==> config.mk <==
export PLATFORM = sky130hd
export DESIGN_NAME = ser_prog_reg
export DESIGN_NICKNAME = d
export VERILOG_FILES = /design/src/rtl/ser_prog_pkg.sv /design/src/rtl/ser_prog_sync.sv /design/src/rtl/ser_prog_shift.sv /design/src/rtl/ser_prog_div.sv /design/src/rtl/ser_prog_reg.sv
export SDC_FILE = /design/constraint.sdc
export NUM_CORES = 1
export LEC_CHECK = 0
export BUFFER_PORTS_ARGS = -buffer_cell sky130_fd_sc_hd__buf_2
export CELL_PAD_IN_SITES_DETAIL_PLACEMENT = 0
export CELL_PAD_IN_SITES_GLOBAL_PLACEMENT = 1
export CORE_AREA = 2 2 99 101
export CTS_BUF_LIST = sky130_fd_sc_hd__clkbuf_8 sky130_fd_sc_hd__clkbuf_16
export DETAILED_ROUTE_END_ITERATION = 8
export DIE_AREA = 0 0 101 103
export GPL_ROUTABILITY_DRIVEN = 1
export PLACE_DENSITY_LB_ADDON = 0.1
export SETUP_SLACK_MARGIN = 0.4
export SLEW_MARGIN = 20
export SYNTH_ARGS = -nofsm -noshare
export SYNTH_HDL_FRONTEND = slang
export SYNTH_SLANG_ARGS = --single-unit
==> constraint.sdc <==
create_clock -name clk -period 2.6 [get_ports clk]
set_input_delay 0.52 -clock clk [delete_from_list [all_inputs] [get_ports clk]]
set_output_delay 0.52 -clock clk [all_outputs]
set_load 0.03 [all_outputs]
==> src/rtl/ser_prog_pkg.sv <==
package ser_prog_pkg;
   localparam int SHIFT_W_DEF = 18;
   localparam int B_W_DEF     = 10;
   localparam int A_W_DEF     = 5;
   localparam int CTL_W_DEF   = 2;
   localparam int B_MIN_DEF   = 3;
   localparam int SYNC_DEF    = 2;

   typedef enum logic {
      DEST_DIV = 1'b0,
      DEST_REF = 1'b1
   } dest_e;
endpackage

==> src/rtl/ser_prog_sync.sv <==
module ser_prog_sync #(
   parameter int STAGES = 2
) (
   input  logic clk,
   input  logic rst_n,
   input  logic d,
   output logic q,
   output logic rise
);
   logic [STAGES-1:0] chain;
   logic              prev;

   generate
      if (STAGES < 1) begin : g_bad
         $error("ser_prog_sync: STAGES must be at least 1");
      end
      if (STAGES == 1) begin : g_one
         always_ff @(posedge clk or negedge rst_n) begin
            if (!rst_n) chain <= '0;
            else        chain <= d;
         end
      end else begin : g_many
         always_ff @(posedge clk or negedge rst_n) begin
            if (!rst_n) chain <= '0;
            else        chain <= {chain[STAGES-2:0], d};
         end
      end
   endgenerate

   always_ff @(posedge clk or negedge rst_n) begin
      if (!rst_n) prev <= 1'b0;
      else        prev <= chain[STAGES-1];
   end

   assign q    = chain[STAGES-1];
   assign rise = chain[STAGES-1] & ~prev;
endmodule

==> src/rtl/ser_prog_shift.sv <==
module ser_prog_shift #(
   parameter int W = 18
) (
   input  logic         clk,
   input  logic         rst_n,
   input  logic         shift_en,
   input  logic         din,
   output logic [W-1:0] q
);
   always_ff @(posedge clk or negedge rst_n) begin
      if (!rst_n)        q <= '0;
      else if (shift_en) q <= {q[W-2:0], din};
   end
endmodule

==> src/rtl/ser_prog_div.sv <==
module ser_prog_div #(
   parameter int B_W   = 10,
   parameter int A_W   = 5,
   parameter int B_MIN = 3,
   localparam int WORD_W = B_W + A_W + 2
) (
   input  logic              clk,
   input  logic              rst_n,
   input  logic              load,
   input  logic [WORD_W-1:0] word,
   output logic [B_W-1:0]    b_cnt,
   output logic [A_W-1:0]    a_cnt,
   output logic              crst,
   output logic              pdwn,
   output logic              b_bad
);
   logic [B_W-1:0] b_next;
   assign b_next = word[WORD_W-1 -: B_W];

   always_ff @(posedge clk or negedge rst_n) begin
      if (!rst_n) begin
         b_cnt <= '0;
         a_cnt <= '0;
         crst  <= 1'b0;
         pdwn  <= 1'b0;
         b_bad <= 1'b1;
      end else if (load) begin
         b_cnt <= b_next;
         a_cnt <= word[2 +: A_W];
         crst  <= word[1];
         pdwn  <= word[0];
         b_bad <= (int'(b_next) < B_MIN);
      end
   end
endmodule

==> src/rtl/ser_prog_reg.sv <==
module ser_prog_reg
   import ser_prog_pkg::*;
#(
   parameter int SHIFT_W     = SHIFT_W_DEF,
   parameter int B_W         = B_W_DEF,
   parameter int A_W         = A_W_DEF,
   parameter int CTL_W       = CTL_W_DEF,
   parameter int B_MIN       = B_MIN_DEF,
   parameter int SYNC_STAGES = SYNC_DEF,
   localparam int DATA_W     = SHIFT_W - 1
) (
   input  logic              clk,
   input  logic              rst_n,
   input  logic              ser_clk,
   input  logic              ser_data,
   input  logic              ser_le,
   output logic [B_W-1:0]    div_b,
   output logic [A_W-1:0]    div_a,
   output logic              cnt_reset,
   output logic              power_down,
   output logic              b_invalid,
   output logic [DATA_W-1:0] ref_word
);
   generate
      if (B_W + A_W + CTL_W != DATA_W) begin : g_bad_fields
         $error("ser_prog_reg: field widths must fill the data word");
      end
      if (CTL_W != 2) begin : g_bad_ctl
         $error("ser_prog_reg: control word must be two bits");
      end
      if (B_MIN < 1 || B_MIN >= (1 << B_W)) begin : g_bad_min
         $error("ser_prog_reg: B_MIN out of range");
      end
   endgenerate

   logic               sclk_rise;
   logic               sclk_q;
   logic               sdat_q;
   logic               sdat_rise;
   logic               le_q;
   logic               le_rise;
   logic [SHIFT_W-1:0] shift_q;
   dest_e              dest;
   logic               load_div;
   logic               load_ref;

   ser_prog_sync #(.STAGES(SYNC_STAGES)) u_sync_clk (
      .clk(clk), .rst_n(rst_n), .d(ser_clk), .q(sclk_q), .rise(sclk_rise));
   ser_prog_sync #(.STAGES(SYNC_STAGES)) u_sync_dat (
      .clk(clk), .rst_n(rst_n), .d(ser_data), .q(sdat_q), .rise(sdat_rise));
   ser_prog_sync #(.STAGES(SYNC_STAGES)) u_sync_le (
      .clk(clk), .rst_n(rst_n), .d(ser_le), .q(le_q), .rise(le_rise));

   ser_prog_shift #(.W(SHIFT_W)) u_shift (
      .clk(clk), .rst_n(rst_n), .shift_en(sclk_rise), .din(sdat_q), .q(shift_q));

   assign dest     = dest_e'(shift_q[0]);
   assign load_div = le_rise && (dest == DEST_DIV);
   assign load_ref = le_rise && (dest == DEST_REF);

   ser_prog_div #(.B_W(B_W), .A_W(A_W), .B_MIN(B_MIN)) u_div (
      .clk(clk), .rst_n(rst_n), .load(load_div), .word(shift_q[SHIFT_W-1:1]),
      .b_cnt(div_b), .a_cnt(div_a), .crst(cnt_reset), .pdwn(power_down),
      .b_bad(b_invalid));

   always_ff @(posedge clk or negedge rst_n) begin
      if (!rst_n)        ref_word <= '0;
      else if (load_ref) ref_word <= shift_q[SHIFT_W-1:1];
   end
endmodule

==> results of run 1 <==
-- per-stage QoR --
| stage | setup slack [ns] | area [µm²] | utilization (%) |
|---|---|---|---|
| floorplan | 1.28 | 2270 | - |
| global placement | 1.15 | 2590 | 27.4 |
| detailed placement | 1.11 | 2590 | 27.4 |
| CTS | 1.02 | 2760 | 29.1 |
| global route | 0.995 | 2760 | 29.1 |
| finish | 1.04 | 2760 | 29.1 |
-- synthesized netlist by cell type, types with 2 or more instances --
library cell | instances | area [µm²]
dfrtp_1 | 60 | 1500
mux2_2 | 44 | 495
mux2_4 | 8 | 120
buf_6 | 2 | 22.5
nor4_1 | 2 | 12.5
-- layer usage --
| layer | wire length (µm) | up-vias |
|---|---|---|
| met3 | 250 | 8 |
| met1 | 1930 | 614 |
| met2 | 1910 | 33 |
| met5 | 0 | - |
| li1 | - | 549 |
| met4 | 106 | 0 |
-- cell families after synthesis --
kind of cell / count (synthesis) / synth area share, %
flops: 61 / 67.3
mux: 52 / 27.1
simple gates: 7 / 2.70
buf+inv: 6 / 2.59
compound gates: 1 / 0.220
-- worst max path at each step --
stage / from / endpoint
6_report: u_div.b_bad / b_invalid
5_1_grt: u_div.b_bad / b_invalid
4_1_cts: u_div.b_bad / b_invalid
3_5_place_dp: u_shift.q[0] / u_div.a_cnt[4]
3_3_place_gp: u_shift.q[0] / u_div.a_cnt[1]
2_1_floorplan: u_shift.q[0] / u_div.b_cnt[1]
-- area by class of cell --
type,count,area (µm²)
Inverter,1,3.75
Tap cell,114,143
Sequential cell,61,1530
Timing Repair Buffer,43,225
Clock inverter,3,13.8
Fill cell,971,6700
Clock buffer,11,151
Multi-Input combinational cell,60,691
-- placed cells by master, fill, tap and decap left out --
cell      Yosys  routed
inv_1         1       2
nor4_1        2       2
buf_4         1       4
nor2b_2       0       1
nand4_1       1       1
dfstp_2       1       1
clkbuf_8      0      11
nor3b_4       0       1
mux2_2       44      44
clkinv_2      0       2
o21ai_0       1       1
buf_2         1      39
nand2_1       1       1
mux2_4        8       8
nand3b_4      1       1
dfrtp_1      60      60
-- power breakdown --
part	leakage, nW	switching, mW	internal [mW]
registers	0.769	0.234	1.27
clock network	0.0922	0.339	0.380
logic	0.494	0.625	0.430
total	1.36	1.20	2.08
-- flip-flops by register name, summed over array words and instances (netlist names) --
name,count
ref_word,17
u_div.a_cnt,5
u_div.b_bad,1
u_div.b_cnt,10
u_div.crst,1
u_div.pdwn,1
u_shift.q,18
u_sync_clk.chain,2
u_sync_clk.prev,1
u_sync_dat.chain,2
u_sync_le.chain,2
u_sync_le.prev,1
-- worst register-to-register path: stages, from the launching register on --
cell and delay, ns:
dfrtp_1 0.45, nor3b_4 0.20, buf_4 0.32, mux2_2 0.38
==> impl_results.md, run 1 <==
- Global Route met2 Usage: 13.6%
- Die X: 101 µm
- TNS Setup: 0 ns
- Critical-path cell list: buf_2
- Worst Hold Class: input pin to asynchronous set/reset pin
- CTS clock-pin slew for the worst setup and hold paths: 0.06 ns
- GRT Util Overall: 9.44%
- Worst skew pair latency: 0.34 ns
- Post-CTS Resized: 0
- Non-Filler Instances: 293
- Fin. max-slew vios: 0
- Layout cells sized above 1: 62.6%
- Clock Path Buffers: 2
- Final ANT Viol Nets: 0
- Final hold slack: 0.230 ns
- Final setup fails: 0
- Rows: 36
- Mapped cell area: 2270 µm²
- R2r worst-path depth: 3
- CP max-delay cell: dfstp_2
- WS Path Type: flip-flop to output port
- Worst setup SP type: flip-flop
- Pin count of the biggest net entering global routing: 39
- Detailed Routing Iterations Pass 1: 2
- Final Hold Fails: 0
- Status: complete, no violations
- Sink Count: 61
- Detailed placement HPWL: 2710 µm
- I/O pin total: 40
- MaxCap Viol Count: 0
- F_max: 0.642 GHz
- Worst reg2reg path startpoint: u_shift.q[0]
- Power Dens Cells: 1190 nW/µm²
- Slew at the pin closest to its max-slew limit: 0.485 ns
- CP top delay family: flip-flops
- Slowest stage delay, CP: 0.52 ns
- Worst EP arrival: 1.04 ns
- Prevailing post-synth register cell: dfrtp_1
- CP Depth: 1
- EDFF count, synth: 0
- WL/cell: 14.3 µm
- CTS Buf Count: 9
- Yosys warns: 0
- DR vias: 1,204
- RSZ-0062 raised after global routing: no
- Initial DRC count: 10
- Avg Synthesized Cell Area: 17.9 µm²
- Critical path buffers and inverters: 1
- Final Cycle Share: 59.9%
- Required time worst endpoint: 2.08 ns
- Met3 Usage GRT: 4.14%
- Net count, final: 181
- Fin crit period: 1.56 ns
- FF-to-FF End: u_div.a_cnt[2]
- Vias in the first global route: 1,347
- Initial antenna violation count: 0
- Worst Path Max Fanout: 2
- Die height: 103 µm
- Met1 Use GR: 11.6%
- H-tree Lvls: 3
- Routed WL: 4190 µm
- GRT Residual Overflow: 0
- Dpl cells: 279
- Die Area: 10,400 µm²
- Layer with the highest usage: met2
- Seq/Total Area, Yosys: 67.3%
- Cts hold-fix bufs: 0
- Slew HR: 67.7%
- Drt via density: 4.11
- Antenna cells: 0
- First-pass GRT wire length: 7120 µm
- Cell variety after synth: 16
- Async set-reset flop share out of synthesis: 100%
- Leakage Power: 1.36 nW
- Initial core utilization: 24.0%
- Final Wtd Congestion: 0.607
- Seq cells post-synth: 61
- Post-route DRC violation count: 0
- Final Power: 3.28 mW
- Mapped Cells: 127
- Crit. End Element: output port
- FF-to-FF setup slack: 1.14 ns
- Port Buffers: 39
- Postcts setup bufs: 0
- Mapped Nets: 132
- Layout overhead on the synthesized area: 21.5%
- CTS Root Cell: clkbuf_8
- Worst VDD drop: 0.441 mV
- Clk_skew: 0.00857 ns
- TritonCTS clock tree: built
- Core box area: 9460 µm²
(Power assumes the default switching activity.)
==> inputs of run 2 (changes only) <==
clock period = 1.35 ns   (was 2.6 ns; I/O delays follow)
==> impl_results.md, run 2 (synthesis results as in run 1) <==
- Commonest non-fill, non-tap cell in the layout: dfrtp_1 (unchanged)
- R2r worst-path depth: 3 (unchanged)
- Core box area: 9460 µm² (unchanged)
- Net count, final: 210 (was 181)
- CTS Root Cell: clkbuf_8 (unchanged)
- Worst skew pair latency: 0.33 ns (was 0.34 ns)
- Port Buffers: 39 (unchanged)
- Biggest regs: u_shift.q (18), ref_word (17), u_div.b_cnt (10) (unchanged)
- Slew HR: 78.3% (was 67.7%)
- Detailed Routing Iterations Pass 1: 4 (was 2)
- Die height: 103 µm (unchanged)
- Post-route DRC violation count: 0 (unchanged)
- Reg with most FFs: u_shift.q (unchanged)
- Drt via density: 4.06 (was 4.11)
- H-tree Lvls: 3 (unchanged)
- Final Hold Fails: 0 (unchanged)
- Clock Path Buffers: 2 (unchanged)
- Die X: 101 µm (unchanged)
- GRT Util Overall: 9.95% (was 9.44%)
- Pin count of the biggest net entering global routing: 62 (was 39)
- F_max: 0.779 GHz
- Worst Path Max Fanout: 11 (was 2)
- Final ANT Viol Nets: 0 (unchanged)
- Worst VDD drop: 0.877 mV (was 0.441 mV)
- TNS Setup: 0 ns (unchanged)
- GRT Residual Overflow: 0 (unchanged)
- Hold-critical path endpoint: u_sync_clk.chain[0]
- Worst EP arrival: 1.50 ns (was 1.04 ns)
- FF-to-FF setup slack: 0.07 ns (was 1.14 ns)
- Final hold slack: 0.0447 ns (was 0.230 ns)
- I/O pin total: 40 (unchanged)
- Required time worst endpoint: 1.56 ns (was 2.08 ns)
- Initial DRC count: 25 (was 10)
- CTS clock-pin slew for the worst setup and hold paths: 0.07 ns (was 0.06 ns)
- Worst reg2reg path startpoint: u_sync_le.prev (was u_shift.q[0])
- Final Util: 36.0% (was 29.1%)
- First-pass GRT wire length: 7550 µm (was 7120 µm)
- Fin. max-slew vios: 0 (unchanged)
- Layout overhead on the synthesized area: 50.0% (was 21.5%)
- Fin crit period: 1.28 ns
- Crit. End Element: flip-flop (was output port)
- Sink Count: 61 (unchanged)
- Initial antenna violation count: 0 (unchanged)
- Antenna cells: 0 (unchanged)
- Routed WL: 4840 µm (was 4190 µm)
- Final Cycle Share: 95.1%
- Critical-path cell list: nor3b_4 -> buf_6 -> mux2_4 (was buf_2)
- Status: complete, no violations (unchanged)
- Final Cell Area: 3400 µm² (was 2760 µm²)
- MaxCap Viol Count: 0 (unchanged)
- Hold depth: 1
- Leakage Power: 1.67 nW (was 1.36 nW)
- CP max-delay cell: dfrtp_1 (was dfstp_2)
- TritonCTS clock tree: built (unchanged)
- Worst setup SP type: flip-flop (unchanged)
- WL/cell: 14.9 µm (was 14.3 µm)
- Placed Area: 2680 µm² (was 2590 µm²)
- Layout cells sized above 1: 67.1% (was 62.6%)
- Worst Hold Class: input pin to flip-flop (was input pin to asynchronous set/reset pin)
- CTS Buf Count: 9 (unchanged)
- WS Path Type: flip-flop to flip-flop (was flip-flop to output port)
- Clk_skew: 0.00794 ns (was 0.00857 ns)
- Slew at the pin closest to its max-slew limit: 0.326 ns (was 0.485 ns)
- Largest register FFs: 18 (unchanged)
- RSZ-0062 raised after global routing: yes (was no)
- Detailed placement HPWL: 2620 µm (was 2710 µm)
- FF-to-FF End: u_div.b_cnt[0] (was u_div.a_cnt[2])
- Final Wtd Congestion: 0.652 (was 0.607)
- Rows: 36 (unchanged)
- Multi-input logic area: 797 µm² (was 691 µm²)
- Die Area: 10,400 µm² (unchanged)
- Reg area: 1530 µm² (unchanged)
- Final setup fails: 0 (unchanged)
- DR vias: 1,317 (was 1,204)
- Min-Delay Startpoint: ser_clk
- Slowest stage delay, CP: 0.41 ns (was 0.52 ns)
- Power Dens Cells: 2200 nW/µm² (was 1190 nW/µm²)
- Most frequent cells in the layout: dfrtp_1 (60), buf_6 (38), mux2_4 (35) (was dfrtp_1 (60), mux2_2 (44), buf_2 (39))
- Vias in the first global route: 1,413 (was 1,347)
- Initial core utilization: 24.0% (unchanged)
- Filler cells: 915 (was 971)
-- run 2: cell count changes in the layout (fill, tap and decap cells not counted), sizes merged --
cell         before  now
clkinv            2    4
inv               2    3
buf              43   69
dlygate4sd3       0    1
clkinvlp          0    1
-- run 2: routing by layer --
metal  vias to the layer above  global-route usage, %  share of wire [%]
met3                         4                   3.12                3.4
met1                       681                   13.4                 48
met5                         -                      0                  0
li1                        606                      -                  -
met2                        26                   14.2                 47
met4                         0                   5.61               0.97
-- run 2: power by group --
part	internal, mW	switching [mW]	total [mW]
sequential	2.46	0.555	3.01
combinational	1.79	1.32	3.11
clock	0.639	0.709	1.35
total	4.89	2.58	7.47
-- run 2: layout make-up --
cell class,count,area share (%)
well taps,114,4.19
clock buffers,9,3.64
multi-input cells,60,23.4
inverters,1,0.110
clock inverters,7,1.03
flip-flops and latches,61,44.9
repair buffers,72,22.7
-- run 2: timing repair --
action / in CTS / in global routing
buffers inserted: 18 / 6
gates cloned: 1 / 2
setup endpoints to repair: 88 / 88
hold buffers: 1 / 0
pin swaps: 0 / 0
gates resized for setup: 82 / 4
endpoints found under the hold margin: 60 / 0
-- run 2: critical path: cells and delay by family (launching register included) --
| family | cells | cell delay [ns] |
|---|---|---|
| buffers and inverters | 1 | 0.21 |
| DFF | 1 | 0.41 |
| muxes | 1 | 0.31 |
| and+or+nand+nor | 1 | 0.24 |
-- run 2: through the flow --
| step | total power [mW] | cells | setup WS, ns |
|---|---|---|---|
| final | 7.47 | 324 | 0.0665 |
| after global routing | 7.86 | 324 | 0.0210 |
| after CTS | 7.47 | 316 | 0.0255 |
| after detailed placement | 5.16 | 280 | -0.00589 |
| after global placement | 5.13 | 280 | 0.0251 |
| after floorplan | 4.47 | 127 | 0.0531 |
-- run 2: worst max-delay path by stage --
stage                                   from             end  slack [ns]  depth (start not counted)
final                         u_sync_le.prev  u_div.b_cnt[0]        0.07                          3
after floorplan                 u_shift.q[0]  u_div.b_cnt[1]        0.05                          4
after global routing          u_sync_le.prev  u_div.b_cnt[0]        0.02                          3
after CTS                     u_sync_le.prev  u_div.b_cnt[0]        0.03                          3
after global placement        u_sync_le.prev  u_div.b_cnt[0]        0.03                          3
after detailed placement  u_sync_le.chain[1]  u_div.b_cnt[0]      -0.006                          3
==> inputs of run 3 (changes only) <==
CORE_AREA = 2 2 102 104   (was 2 2 99 101)
DIE_AREA = 0 0 104 106   (was 0 0 101 103)
SYNTH_HIERARCHICAL = 1   (was unset)
==> impl_results.md, run 3 <==
- Status: complete, no violations (unchanged)
- Post-place setup slack: -0.0221 ns (was -0.00589 ns)
- Die Area: 11,000 µm² (was 10,400 µm²)
- Sink Count: 61 (unchanged)
- Final Cycle Share: 98.1% (was 95.1%)
- Rows: 37 (was 36)
- Worst skew pair latency: 0.34 ns (was 0.33 ns)
- Layer with the highest usage: met2 (unchanged)
- Clock Power Share: 20.2% (was 18.0%)
- Final Hold Fails: 0 (unchanged)
- Final setup fails: 0 (unchanged)
- TNS Setup: 0 ns (unchanged)
- Fin. max-slew vios: 0 (unchanged)
- Logic pwr share: 42.2% (was 41.6%)
- Avg Synthesized Cell Area: 18.6 µm² (was 17.9 µm²)
- Sw Share: 33.2% (was 34.5%)
- Initial core utilization: 23.8% (was 24.0%)
- Antenna cells: 0 (unchanged)
- Dpl cells: 308 (was 280)
- R2r worst-path depth: 4 (was 3)
- Worst setup SP type: flip-flop (unchanged)
- Filler cells: 983 (was 915)
- Layout cells sized above 1: 69.9% (was 67.1%)
- Worst reg2reg path startpoint: u_sync_le/prev (was u_sync_le.prev)
- Vias in the first global route: 1,541 (was 1,413)
- DR vias: 1,391 (was 1,317)
- WS Path Type: flip-flop to flip-flop (unchanged)
- Sequential share of power: 37.6% (was 40.3%)
- Mapped cell area: 2380 µm² (was 2270 µm²)
- TritonCTS clock tree: built (unchanged)
- Drt via density: 3.92 (was 4.06)
- Largest register FFs: 18 (unchanged)
- CTS Root Cell: clkbuf_8 (unchanged)
- Yosys warns: 6 (was 0)
- Power Dens Cells: 2220 nW/µm² (was 2200 nW/µm²)
- Final Power: 8.07 mW (was 7.47 mW)
- Worst Hold Class: input pin to flip-flop (unchanged)
- Slew HR: 80.0% (was 78.3%)
- Non-Filler Instances: 355 (was 324)
- Layout overhead on the synthesized area: 52.5% (was 50.0%)
- Fin crit period: 1.32 ns (was 1.28 ns)
- Met3 Usage GRT: 3.68% (was 3.12%)
- Commonest non-fill, non-tap cell in the layout: dfrtp_1 (unchanged)
- Initial antenna violation count: 0 (unchanged)
- Slew at the pin closest to its max-slew limit: 0.300 ns (was 0.326 ns)
- GRT Util Overall: 10.7% (was 9.95%)
- Reg with most FFs: u_shift/q (was u_shift.q)
- Final WS setup: 0.0258 ns (was 0.0665 ns)
- Leakage Power: 1.79 nW (was 1.67 nW)
- First-pass GRT wire length: 8830 µm (was 7550 µm)
- Pin count of the biggest net entering global routing: 28 (was 62)
- Port Buffers: 39 (unchanged)
- Worst Setup SP: u_sync_le/prev (was u_sync_le.prev)
- H-tree Lvls: 3 (unchanged)
- Final Wtd Congestion: 0.667 (was 0.652)
- F_max: 0.755 GHz (was 0.779 GHz)
- FF-to-FF setup slack: 0.03 ns (was 0.07 ns)
- Detailed Routing Iterations Pass 1: 4 (unchanged)
- Required time worst endpoint: 1.57 ns (was 1.56 ns)
- Mapped Cells: 128 (was 127)
- WL/cell: 14.6 µm (was 14.9 µm)
- CTS Buf Count: 9 (unchanged)
- Biggest regs: u_shift/q (18), ref_word (17), u_div/b_cnt (10) (was u_shift.q (18), ref_word (17), u_div.b_cnt (10))
- Final Util: 36.3% (was 36.0%)
- Post-route DRC violation count: 0 (unchanged)
- I/O pin total: 40 (unchanged)
- Clk_skew: 0.0101 ns (was 0.00794 ns)
- Met1 Use GR: 13.9% (was 13.4%)
- Initial DRC count: 16 (was 25)
- CTS clock-pin slew for the worst setup and hold paths: 0.07 ns (about the same)
- RSZ-0062 raised after global routing: yes (unchanged)
- Routed WL: 5180 µm (was 4840 µm)
- Int Pwr: 5.39 mW (was 4.89 mW)
- Worst VDD drop: 0.911 mV (was 0.877 mV)
- Die height: 106 µm (was 103 µm)
- Clock Path Buffers: 2 (unchanged)
- Final ANT Viol Nets: 0 (unchanged)
- Crit. End Element: flip-flop (unchanged)
- Die X: 104 µm (was 101 µm)
- GRT Residual Overflow: 0 (unchanged)
- Detailed placement HPWL: 3210 µm (was 2620 µm)
- Worst Path Max Fanout: 8 (was 11)
- Mapped Nets: 133 (was 132)
- NetSw: 2.68 mW (was 2.58 mW)
- Worst EP arrival: 1.54 ns (was 1.50 ns)
- Net count, final: 219 (was 210)
- Global Route met2 Usage: 16.0% (was 14.2%)
- Core box area: 10000 µm² (was 9460 µm²)
- FF-to-FF End: u_div/b_cnt[9] (was u_div.b_cnt[0])
- MaxCap Viol Count: 0 (unchanged)
- Most frequent cells in the layout: dfrtp_1 (60), mux2_4 (52), buf_6 (37) (was dfrtp_1 (60), buf_6 (38), mux2_4 (35))
- CP endpoint: u_div/b_cnt[9] (was u_div.b_cnt[0])
==> run 3: layer usage <==
metal	up-vias	wire [µm]	part of all wire (%)
met1	718	2410	47
met5	-	0	0
met2	39	2410	47
met4	0	92	1.8
li1	626	-	-
met3	8	260	5.0
==> run 3: per-stage QoR <==
stage	hold slack (ns)	cell area [µm²]
6_report	0.0316	3630
5_1_grt	0.0111	3630
4_1_cts	0.0135	3560
3_5_place_dp	0.173	2870
3_3_place_gp	0.173	2870
2_1_floorplan	-0.0256	2440
==> run 3: layout make-up <==
cell class,instances,area [µm²],share of cell area [%]
Clock buffer,10,138,3.79
Timing Repair Buffer,80,855,23.6
Multi-Input combinational cell,61,872,24.0
Clock inverter,6,62.6,1.72
Sequential cell,61,1530,42.1
Tap cell,136,170,4.69
Inverter,1,3.75,0.103
==> run 3: timing repair <==
item / 4_1_cts / 5_1_grt
pin swaps: 1 / 1
setup endpoints to repair: 88 / 88
hold endpoints to repair: 9 / 0
resized for setup: 87 / 2
gates cloned: 2 / 0
hold buffers: 1 / 0
setup buffers: 20 / 8
==> run 3: how the worst min path moves through the flow <==
| stage | from | end | slack (ns) | cells past startpoint |
|---|---|---|---|---|
| after floorplan | rst_n | ref_word[0] | -0.03 | 0 |
| after global placement | rst_n | ref_word[6] | 0.17 | 1 |
| after detailed placement | rst_n | ref_word[6] | 0.17 | 1 |
| after CTS | ser_clk | u_sync_clk/chain[0] | 0.01 | 1 |
| after global routing | ser_clk | u_sync_clk/chain[0] | 0.01 | 1 |
| final | ser_clk | u_sync_clk/chain[0] | 0.03 | 1 |
==> run 3: power by group through the flow <==
stage	registers (mW)	logic (mW)	clock network, mW
6_report	3.04	3.40	1.63
5_1_grt	3.15	3.58	1.79
4_1_cts	3.05	3.33	1.69
3_5_place_dp	2.99	2.39	0
3_3_place_gp	2.97	2.38	0
2_1_floorplan	3.67	0.975	0
==> run 3: critical path: stages (launching register included) <==
cell     delay (ns)
dfrtp_1        0.40
nor2b_4        0.12
and2b_4        0.22
buf_12         0.16
mux2_4         0.30
